### src/rtl/cmp_pkg.sv
// Shared defaults for the chained minimum-SAD comparator element.
// Assumes: all sibling modules take their parameter defaults from here.
package cmp_pkg;
    localparam int DEF_NUM_SRC   = 4;
    localparam int DEF_SAD_W     = 16;
    localparam int DEF_MV_W      = 16;
    localparam int DEF_CNT_W     = 9;
    localparam int DEF_START_CYC = 51;
endpackage

### src/rtl/slot_decode.sv
// Turns the cycle count into a one-hot source select plus window flags.
// Assumes: START_CYC + NUM_SRC fits in CNT_W bits.
module slot_decode #(
    parameter int NUM_SRC   = cmp_pkg::DEF_NUM_SRC,
    parameter int CNT_W     = cmp_pkg::DEF_CNT_W,
    parameter int START_CYC = cmp_pkg::DEF_START_CYC
) (
    input  logic               clk,
    input  logic               rst_n,
    input  logic [CNT_W-1:0]   cycle_cnt,
    output logic [NUM_SRC-1:0] sel,
    output logic               in_win,
    output logic               first,
    output logic               last
);
    localparam logic [CNT_W-1:0] START_V = CNT_W'(START_CYC);
    localparam logic [CNT_W-1:0] LAST_O  = CNT_W'(NUM_SRC - 1);

    logic [CNT_W-1:0] off;

    // offset of the count from the window start
    always_comb begin
        off    = cycle_cnt - START_V;
        in_win = (cycle_cnt >= START_V) && (off <= LAST_O);
        first  = in_win && (off == '0);
        last   = in_win && (off == LAST_O);
    end

    // one select line per shared source
    for (genvar i = 0; i < NUM_SRC; i++) begin : g_sel
        assign sel[i] = in_win && (off == CNT_W'(i));
    end


    sel_onehot_chk: assert property (@(posedge clk) disable iff (!rst_n)
        $onehot0(sel) && (in_win == (sel != '0)));
endmodule

### src/rtl/sad_pick.sv
// AND-OR selection of the examined source's SAD and motion vector.
// Assumes: sel is one-hot or zero; zero yields zero outputs.
module sad_pick #(
    parameter int NUM_SRC = cmp_pkg::DEF_NUM_SRC,
    parameter int SAD_W   = cmp_pkg::DEF_SAD_W,
    parameter int MV_W    = cmp_pkg::DEF_MV_W
) (
    input  logic [NUM_SRC-1:0]       sel,
    input  logic [NUM_SRC*SAD_W-1:0] pe_sad,
    input  logic [NUM_SRC*MV_W-1:0]  pe_mv,
    output logic [SAD_W-1:0]         cur_sad,
    output logic [MV_W-1:0]          cur_mv
);
    logic [NUM_SRC-1:0][SAD_W-1:0] sad_m;
    logic [NUM_SRC-1:0][MV_W-1:0]  mv_m;

    // mask each source by its select line
    for (genvar i = 0; i < NUM_SRC; i++) begin : g_mask
        assign sad_m[i] = pe_sad[i*SAD_W +: SAD_W] & {SAD_W{sel[i]}};
        assign mv_m[i]  = pe_mv[i*MV_W +: MV_W]    & {MV_W{sel[i]}};
    end

    // merge the masked sources
    always_comb begin
        cur_sad = '0;
        cur_mv  = '0;
        for (int i = 0; i < NUM_SRC; i++) begin
            cur_sad = cur_sad | sad_m[i];
            cur_mv  = cur_mv  | mv_m[i];
        end
    end
endmodule

### src/rtl/ref_mux.sv
// 2:1 choice of comparison reference: upstream minimum or local store.
// Assumes: CHAINED=0 builds a chain head that always uses its own store.
module ref_mux #(
    parameter int SAD_W   = cmp_pkg::DEF_SAD_W,
    parameter int MV_W    = cmp_pkg::DEF_MV_W,
    parameter bit CHAINED = 1'b1
) (
    input  logic             first,
    input  logic [SAD_W-1:0] up_sad,
    input  logic [MV_W-1:0]  up_mv,
    input  logic [SAD_W-1:0] loc_sad,
    input  logic [MV_W-1:0]  loc_mv,
    output logic [SAD_W-1:0] ref_sad,
    output logic [MV_W-1:0]  ref_mv
);
    if (CHAINED) begin : g_chain
        // take the upstream minimum on the first window slot
        always_comb begin
            ref_sad = first ? up_sad : loc_sad;
            ref_mv  = first ? up_mv  : loc_mv;
        end
    end else begin : g_head
        // chain head: always compare with the local store
        always_comb begin
            ref_sad = loc_sad;
            ref_mv  = loc_mv;
        end
    end
endmodule

### src/rtl/min_store.sv
// Comparator plus stored SAD/MV registers and the forward-valid pulse.
// Assumes: in_win/last come from the slot decoder in the same cycle.
module min_store #(
    parameter int SAD_W = cmp_pkg::DEF_SAD_W,
    parameter int MV_W  = cmp_pkg::DEF_MV_W
) (
    input  logic             clk,
    input  logic             rst_n,
    input  logic             mb_start,
    input  logic             in_win,
    input  logic             last,
    input  logic [SAD_W-1:0] cur_sad,
    input  logic [MV_W-1:0]  cur_mv,
    input  logic [SAD_W-1:0] ref_sad,
    input  logic [MV_W-1:0]  ref_mv,
    output logic [SAD_W-1:0] st_sad,
    output logic [MV_W-1:0]  st_mv,
    output logic             vld
);
    logic take;

    // strictly-smaller test; ties keep the reference
    always_comb take = in_win && (cur_sad < ref_sad);

    // stored minimum and its vector
    always_ff @(posedge clk) begin
        if (!rst_n) begin
            st_sad <= '1;
            st_mv  <= '0;
        end else if (mb_start) begin
            st_sad <= '1;
            st_mv  <= '0;
        end else if (in_win) begin
            st_sad <= take ? cur_sad : ref_sad;
            st_mv  <= take ? cur_mv  : ref_mv;
        end
    end

    // result-ready pulse after the last slot
    always_ff @(posedge clk) begin
        if (!rst_n) vld <= 1'b0;
        else        vld <= in_win && last && !mb_start;
    end


    hold_chk: assert property (@(posedge clk) disable iff (!rst_n)
        (!in_win && !mb_start) |=> ($stable(st_sad) && $stable(st_mv)));

    mb_clear_chk: assert property (@(posedge clk) disable iff (!rst_n)
        mb_start |=> (st_sad == '1 && st_mv == '0));

    never_grow_chk: assert property (@(posedge clk) disable iff (!rst_n)
        (in_win && !mb_start) |=> (st_sad <= $past(ref_sad)));

    vld_pulse_chk: assert property (@(posedge clk) disable iff (!rst_n)
        vld |=> !vld);
endmodule

### src/rtl/chain_min_cmp.sv
// Top: one shared, chained minimum-SAD comparator element.
// Assumes: cycle_cnt advances by one per cycle through the window.
module chain_min_cmp #(
    parameter int NUM_SRC   = cmp_pkg::DEF_NUM_SRC,
    parameter int SAD_W     = cmp_pkg::DEF_SAD_W,
    parameter int MV_W      = cmp_pkg::DEF_MV_W,
    parameter int CNT_W     = cmp_pkg::DEF_CNT_W,
    parameter int START_CYC = cmp_pkg::DEF_START_CYC,
    parameter bit CHAINED   = 1'b1
) (
    input  logic                     clk,
    input  logic                     rst_n,
    input  logic                     mb_start,
    input  logic [CNT_W-1:0]         cycle_cnt,
    input  logic [NUM_SRC*SAD_W-1:0] pe_sad,
    input  logic [NUM_SRC*MV_W-1:0]  pe_mv,
    input  logic [SAD_W-1:0]         up_sad,
    input  logic [MV_W-1:0]          up_mv,
    output logic [SAD_W-1:0]         fwd_sad,
    output logic [MV_W-1:0]          fwd_mv,
    output logic                     fwd_vld
);
    logic [NUM_SRC-1:0] sel;
    logic               in_win, first, last;
    logic [SAD_W-1:0]   cur_sad, ref_sad;
    logic [MV_W-1:0]    cur_mv, ref_mv;

    slot_decode #(.NUM_SRC(NUM_SRC), .CNT_W(CNT_W), .START_CYC(START_CYC)) u_dec (
        .clk(clk), .rst_n(rst_n), .cycle_cnt(cycle_cnt),
        .sel(sel), .in_win(in_win), .first(first), .last(last));

    sad_pick #(.NUM_SRC(NUM_SRC), .SAD_W(SAD_W), .MV_W(MV_W)) u_pick (
        .sel(sel), .pe_sad(pe_sad), .pe_mv(pe_mv),
        .cur_sad(cur_sad), .cur_mv(cur_mv));

    ref_mux #(.SAD_W(SAD_W), .MV_W(MV_W), .CHAINED(CHAINED)) u_ref (
        .first(first), .up_sad(up_sad), .up_mv(up_mv),
        .loc_sad(fwd_sad), .loc_mv(fwd_mv),
        .ref_sad(ref_sad), .ref_mv(ref_mv));

    min_store #(.SAD_W(SAD_W), .MV_W(MV_W)) u_st (
        .clk(clk), .rst_n(rst_n), .mb_start(mb_start),
        .in_win(in_win), .last(last),
        .cur_sad(cur_sad), .cur_mv(cur_mv),
        .ref_sad(ref_sad), .ref_mv(ref_mv),
        .st_sad(fwd_sad), .st_mv(fwd_mv), .vld(fwd_vld));


    first_ref_chk: assert property (@(posedge clk) disable iff (!rst_n)
        (CHAINED && first && !mb_start) |=> (fwd_sad <= $past(up_sad)));
endmodule

### config.mk
export PLATFORM = sky130hd
export DESIGN_NAME = chain_min_cmp
export DESIGN_NICKNAME = d
export VERILOG_FILES = /design/src/rtl/cmp_pkg.sv /design/src/rtl/slot_decode.sv /design/src/rtl/sad_pick.sv /design/src/rtl/ref_mux.sv /design/src/rtl/min_store.sv /design/src/rtl/chain_min_cmp.sv
export SDC_FILE = /design/constraint.sdc
export NUM_CORES = 1
export LEC_CHECK = 0
export BUFFER_PORTS_ARGS = -buffer_cell sky130_fd_sc_hd__buf_2
export CAP_MARGIN = 10
export CORE_ASPECT_RATIO = 0.9
export CORE_UTILIZATION = 44
export DETAILED_ROUTE_END_ITERATION = 7
export PLACE_DENSITY_LB_ADDON = 0.08
export SLEW_MARGIN = 30
export SYNTH_ARGS = -nofsm -noshare
export SYNTH_HDL_FRONTEND = slang
export SYNTH_SLANG_ARGS = --single-unit
### constraint.sdc
create_clock -name clk -period 5.4 [get_ports clk]
set_clock_uncertainty 0.1 [all_clocks]
set_input_delay 1.08 -clock clk [delete_from_list [all_inputs] [get_ports clk]]
set_output_delay 1.08 -clock clk [all_outputs]
set_load 0.02 [all_outputs]
### After elaboration in Yosys (flattened, before gate mapping)

Index checks and enable logic that the tools add are counted.

| word-level totals | value |
|---|---|
| register bits after elaboration | 33 |
| input port bits | 172 |
| output and inout bits | 33 |
| word-level logic and storage cells | 42 |

| operators by class | value |
|---|---|
| $add $sub $neg | 1 |
| reductions and logical operators | 13 |
| bitwise gates (word level) | 15 |
| eq/ne operators | 3 |
| $lt $le $gt $ge | 3 |
| multiplexer cells | 4 |

Operators with widths:

| kind | number |
|---|---|
| $and 16x16->16 | 8 |
| $or 16x16->16 | 6 |
| $mux 16 | 4 |
| $eq 9x2->1 const B | 2 |
| $lt 16x16->1 | 1 |
| $eq 9x1->1 const B | 1 |
| $ge 9x6->1 const B | 1 |
| $le 9x2->1 const B | 1 |
| $logic_not 9->1 | 1 |
| $sub 9x6->9 const B | 1 |
| $logic_and 1x1->1 | 8 |
| $reduce_and 2->1 | 1 |
| $reduce_bool 2->1 | 1 |
| $reduce_or 2->1 | 1 |
| $logic_not 1->1 | 1 |
| $not 1->1 | 1 |

### Depth between registers and ports, before layout

| logic depth | value |
|---|---|
| depth in word-level cells | 12 |
| gate-level depth with buffers | 17 |
| depth with buffers taken out | 14 |

### By module

A second synthesis with hierarchy kept.

| second synthesis, totals | value |
|---|---|
| cell total of the unflattened synthesis | 413 |
| area, all modules | 3,637.2 um^2 |

By module, submodules not included:

| module | times used | sequential area each (um^2) | cells an instance | area each (um^2) |
|---|---|---|---|---|
| min_store | 1 | 660.6 | 228 | 2,073.2 |
| sad_pick | 1 | 0.0 | 108 | 721.9 |
| ref_mux | 1 | 0.0 | 36 | 544.3 |
| slot_decode | 1 | 0.0 | 41 | 297.8 |

### Least setup slack after synthesis

Ideal clock, no wire load.

| path | value |
|---|---|
| path kind | input-to-reg |
| from | input cycle_cnt[0] |
| to | register u_st.st_mv[10] |
| stages | 17 |
| path buffers | 3 |
| setup time | 0.143 ns |
| arrival time | 4.279 ns |
| required time | 5.157 ns |
| slack | 0.877 ns |
| cell sequence | inv_1 > ha_1 > buf_6 > nor3b_2 > nor4_2 > nand3b_1 > buf_2 > mux2_1 > inv_1 > ha_1 > a21oi_1 > o21ai_0 > o21ai_1 > o2111ai_2 > buf_6 > nor4_4 > a211oi_2 |

| between the ends | value |
|---|---|
| word-level cells in the longest chain between the ends | 12 |
| elaborated cells between the ends (all ways) | 32 |
| those cells by class | add/sub (1); order compare (3); eq/ne (3); mux (2); bitwise (14); reduce/logical (9) |

Ends and longest elaborated chain:

| item | RTL line | text |
|---|---|---|
| start, declared | chain_min_cmp.sv:14 | `input logic [CNT_W-1:0] cycle_cnt,` |
| $sub 9x6->9 | slot_decode.sv:23 | `off = cycle_cnt - START_V;` |
| $le 9x2->1 | slot_decode.sv:24 | `in_win = (cycle_cnt >= START_V) && (off <= LAST_O);` |
| $logic_and 1x1->1 | slot_decode.sv:24 |  |
| $logic_and 1x1->1 (on tied branches) | slot_decode.sv:25, slot_decode.sv:31 |  |
| $and 16x16->16 | sad_pick.sv:19 | `assign sad_m[i] = pe_sad[i*SAD_W +: SAD_W] & {SAD_W{sel[i]}};` |
| $or 16x16->16 (3 in a row) | sad_pick.sv:28 | `cur_sad = cur_sad \| sad_m[i];` |
| $lt 16x16->1 | min_store.sv:23 | `always_comb take = in_win && (cur_sad < ref_sad);` |
| $logic_and 1x1->1 | min_store.sv:23 |  |
| $reduce_bool 2->1 (no source line) | n/a |  |
| $reduce_and 2->1 (no source line) | n/a |  |
| end signal, assigned | min_store.sv:35 | `st_mv <= take ? cur_mv : ref_mv;` |
| end, declared | min_store.sv:17 | `output logic [MV_W-1:0] st_mv,` |

Several ways; a longest one is shown, not always the timed one.
A chain may end at the register's enable or synchronous reset.

### Worst setup path in the final report

| path | value |
|---|---|
| from | input cycle_cnt[0] |
| to | register u_st.st_mv[0] |

The elaborated chain is that of the path after synthesis.

==> results_dict.tcl <==
set metrics [dict create \
    io-pin-count 205 \
    hold_viol_final 0 \
    drv_slew 0 \
    post_cts.repair.setup_buffers 0 \
    core.rowCount 29 \
    final_tns_setup_ns 0 \
    synthFlopType "sky130_fd_sc_hd__dfxtp_1" \
    total_of_max_cap_violations 0 \
    routedLengthMet1_um 5130 \
    routed.top_layer "met4" \
    antenna_cells_inserted 0 \
    cts_tree "done" \
    ys_async_sr_fraction_pct 0 \
    most_common_cell_after_layout_fill_and_taps_aside "sky130_fd_sc_hd__buf_2" \
    vias 3780 \
    multi_input_comb_area_sq_um 2460 \
    yosys.cell_types.count 46 \
    sequential_cell_area_fraction_in_the_yosys_report_pct 19.6 \
    avgSynthCellArea_sq_um 8.60 \
    antenna_violations_before_repair 0 \
    cts_resized 0 \
    synthCells 391 \
    effective_utilization_at_floorplan_pct 46.6 \
    ir_worst_vdd_mv 0.0983 \
    mappedNetlistNets 583 \
    drc 0 \
    worst-endpoint-arrival_ns 4.62 \
    clock_insertion_delay_worst_skew_ns 0.29 \
    relSlewSlack_pct 51.0 \
    ys_warn_count 0 \
    path_max_fanout 32 \
    syn2layout_area_growth_pct 34.5 \
    cts_num_sinks 33 \
    cts_inserted_buffers 5 \
    final_layout_size_suffix_gt1_share_pct 44.6 \
    overall_overflow_remaining_after_global_route 0 \
    timing.critical_path.from_type "input pin" \
    tightest_slew_ns 0.735 \
    grtUsageTotal_pct 26.3 \
    pin_count_of_the_biggest_net_entering_global_routing 34 \
    htree_num_levels 2 \
    p_leak_nw 2.41 \
    power.density_cell_area_nw_per_um2 136 \
    quantity_of_hold_fixing_buffers_added_after_cts 0 \
    ff_latch_area_sq_um 661 \
    floorplan.die.height_um 84.9 \
    clk_root_buffer_cell "sky130_fd_sc_hd__clkbuf_8" \
    worstPathRequired_ns 5.46 \
    max_freq_mhz 219 \
    commonest_cells_after_routing_fill_and_taps_aside "204 x sky130_fd_sc_hd__buf_2, 39 x sky130_fd_sc_hd__a21oi_1, 33 x sky130_fd_sc_hd__nor2_1, 33 x sky130_fd_sc_hd__dfxtp_1, 32 x sky130_fd_sc_hd__and3_1" \
    final.fill_count 687 \
    grt_pass1_vias 3395 \
    port_buffers 204 \
    clockBufferDepth 2 \
    wl_per_cell_um 16.7 \
    clkTransAtPathRegs_ns 0.08 \
    dr.pass1.iters 5 \
    drtIter0Drc 248 \
    drtAntennaViolNets 0 \
    worstSetupEndpointType "flop" \
    post-route-min-period_ns 4.56 \
    synthesis.area_sq_um 3360 \
    post_drt_via_cell_ratio 5.65 \
    routed-wl-met3_um 731 \
    dieWidth_um 94.2 \
    gp_routability_congestion 0.847 \
    dp_hpwl_um 8710 \
    postSynthRegisterBits 33 \
    final.period_utilization_pct 84.5 \
    core-area_sq_um 7220 \
    setup_viol 0 \
    hold_path_class "reg -> reg" \
    overall_routed_net_length_um 11100 \
    grt_pass1_wl_um 16600 \
    crit_path_category "in -> reg" \
    final_util_pct 62.6 \
    floorplan.die_area_sq_um 8000 \
    synth_enable_flop_cells 0 \
    final_net_count 768 \
    run_status "complete, no violations" \
    met2_wl_um 5250 \
    rsz0062_at_grt "false" \
]
metrics by stage:
| step | worst slack (ns) | cells | total power, mW | area (sq um) | hold slack (ns) |
|---|---|---|---|---|---|
| 6_report | 0.836 | 669 | 0.614 | 4520 | 0.397 |
| 5_1_grt | 0.558 | 669 | 0.639 | 4520 | 0.445 |
| 4_1_cts | 0.829 | 669 | 0.616 | 4520 | 0.403 |
| 3_5_place_dp | 0.526 | 662 | 0.383 | 4410 | 0.385 |
| 3_3_place_gp | 0.740 | 662 | 0.381 | 4410 | 0.375 |
| 2_1_floorplan | 0.877 | 391 | 0.306 | 3360 | 0.503 |
Yosys cell counts, types with 5 or more instances:
cell,instances,area share (%)
sky130_fd_sc_hd__a21oi_1,39,5.8
sky130_fd_sc_hd__dfxtp_1,33,20
sky130_fd_sc_hd__nor2_1,33,3.7
sky130_fd_sc_hd__and3_1,32,6.0
sky130_fd_sc_hd__mux2i_1,31,9.2
sky130_fd_sc_hd__clkbuf_1,24,2.7
sky130_fd_sc_hd__ha_1,20,7.4
sky130_fd_sc_hd__inv_1,20,2.2
sky130_fd_sc_hd__a222oi_1,16,4.8
sky130_fd_sc_hd__a32o_1,16,4.8
sky130_fd_sc_hd__o21ai_1,16,2.4
sky130_fd_sc_hd__mux2_1,12,4.0
sky130_fd_sc_hd__a211oi_2,10,3.7
sky130_fd_sc_hd__nor4_4,8,5.1
sky130_fd_sc_hd__a211oi_1,7,1.6
sky130_fd_sc_hd__nand3_1,7,1.0
sky130_fd_sc_hd__nand4_1,6,1.1
sky130_fd_sc_hd__nor4_1,6,1.1
sky130_fd_sc_hd__buf_6,5,1.7
sky130_fd_sc_hd__nand2_1,5,0.56
sky130_fd_sc_hd__nor4_2,5,1.9
sky130_fd_sc_hd__o21ai_0,5,0.74
cells by family after synthesis:
group / share of synthesized area, %
AO/OA/AOI/OAI: 25.6
adder cells (fa/ha/maj): 7.44
AND/OR/NAND/NOR: 24.7
flip-flops: 19.6
XOR/XNOR: 0.521
buffers and inverters: 7.81
multiplexers: 14.2
layer usage:
metal / vias up / GRT usage (%)
li1: 1884 / -
met1: 1729 / 37.4
met2: 163 / 43.1
met3: 4 / 4.21
met4: 0 / 2.52
met5: - / 0
power breakdown:
group	total [mW]	switching, mW	internal [mW]
registers	0.244	0.000460	0.244
logic	0.135	0.0652	0.0695
clock network	0.235	0.100	0.134
path summary, 6_finish.rpt:
| kind | from | end | slack, ns | cells after the start |
|---|---|---|---|---|
| max | cycle_cnt[0] | u_st.st_mv[0]$_SDFFE_PP0P_ | 0.84 | 15 |
| min | u_st.st_sad[9]$_SDFFE_PP1N_ | u_st.st_sad[9]$_SDFFE_PP1N_ | 0.40 | 2 |
| max reg2reg | u_st.st_sad[7]$_SDFFE_PP1N_ | u_st.st_mv[0]$_SDFFE_PP0P_ | 2.61 | 10 |
| min reg2reg | u_st.st_sad[9]$_SDFFE_PP1N_ | u_st.st_sad[9]$_SDFFE_PP1N_ | 0.40 | 2 |
layout make-up:
type / instances / share of cell area [%]
Timing Repair Buffer: 214 / 24.5
Sequential cell: 33 / 14.6
Multi-Input combinational cell: 302 / 54.4
Clock inverter: 2 / 0.775
Clock buffer: 5 / 1.52
Inverter: 20 / 1.66
Tap cell: 93 / 2.57
registers in the layout, summed over array words and instances (netlist names):
name / cells
u_st.st_sad: 16
u_st.vld: 1
u_st.st_mv: 16
critical path, cell delays in order:
cell                        delay (ns)
sky130_fd_sc_hd__buf_2            0.14
sky130_fd_sc_hd__a21oi_1          0.18
sky130_fd_sc_hd__xor2_1           0.49
sky130_fd_sc_hd__nand3b_1         0.18
sky130_fd_sc_hd__buf_4            0.26
sky130_fd_sc_hd__mux2_1           0.36
sky130_fd_sc_hd__inv_1            0.06
sky130_fd_sc_hd__ha_1             0.24
sky130_fd_sc_hd__a21oi_1          0.20
sky130_fd_sc_hd__o21ai_0          0.15
sky130_fd_sc_hd__o21ai_1          0.41
sky130_fd_sc_hd__o2111ai_4        0.21
sky130_fd_sc_hd__buf_12           0.24
sky130_fd_sc_hd__nor4_1           0.33
sky130_fd_sc_hd__a211oi_1         0.08
Power figures use the tool's default switching activity.
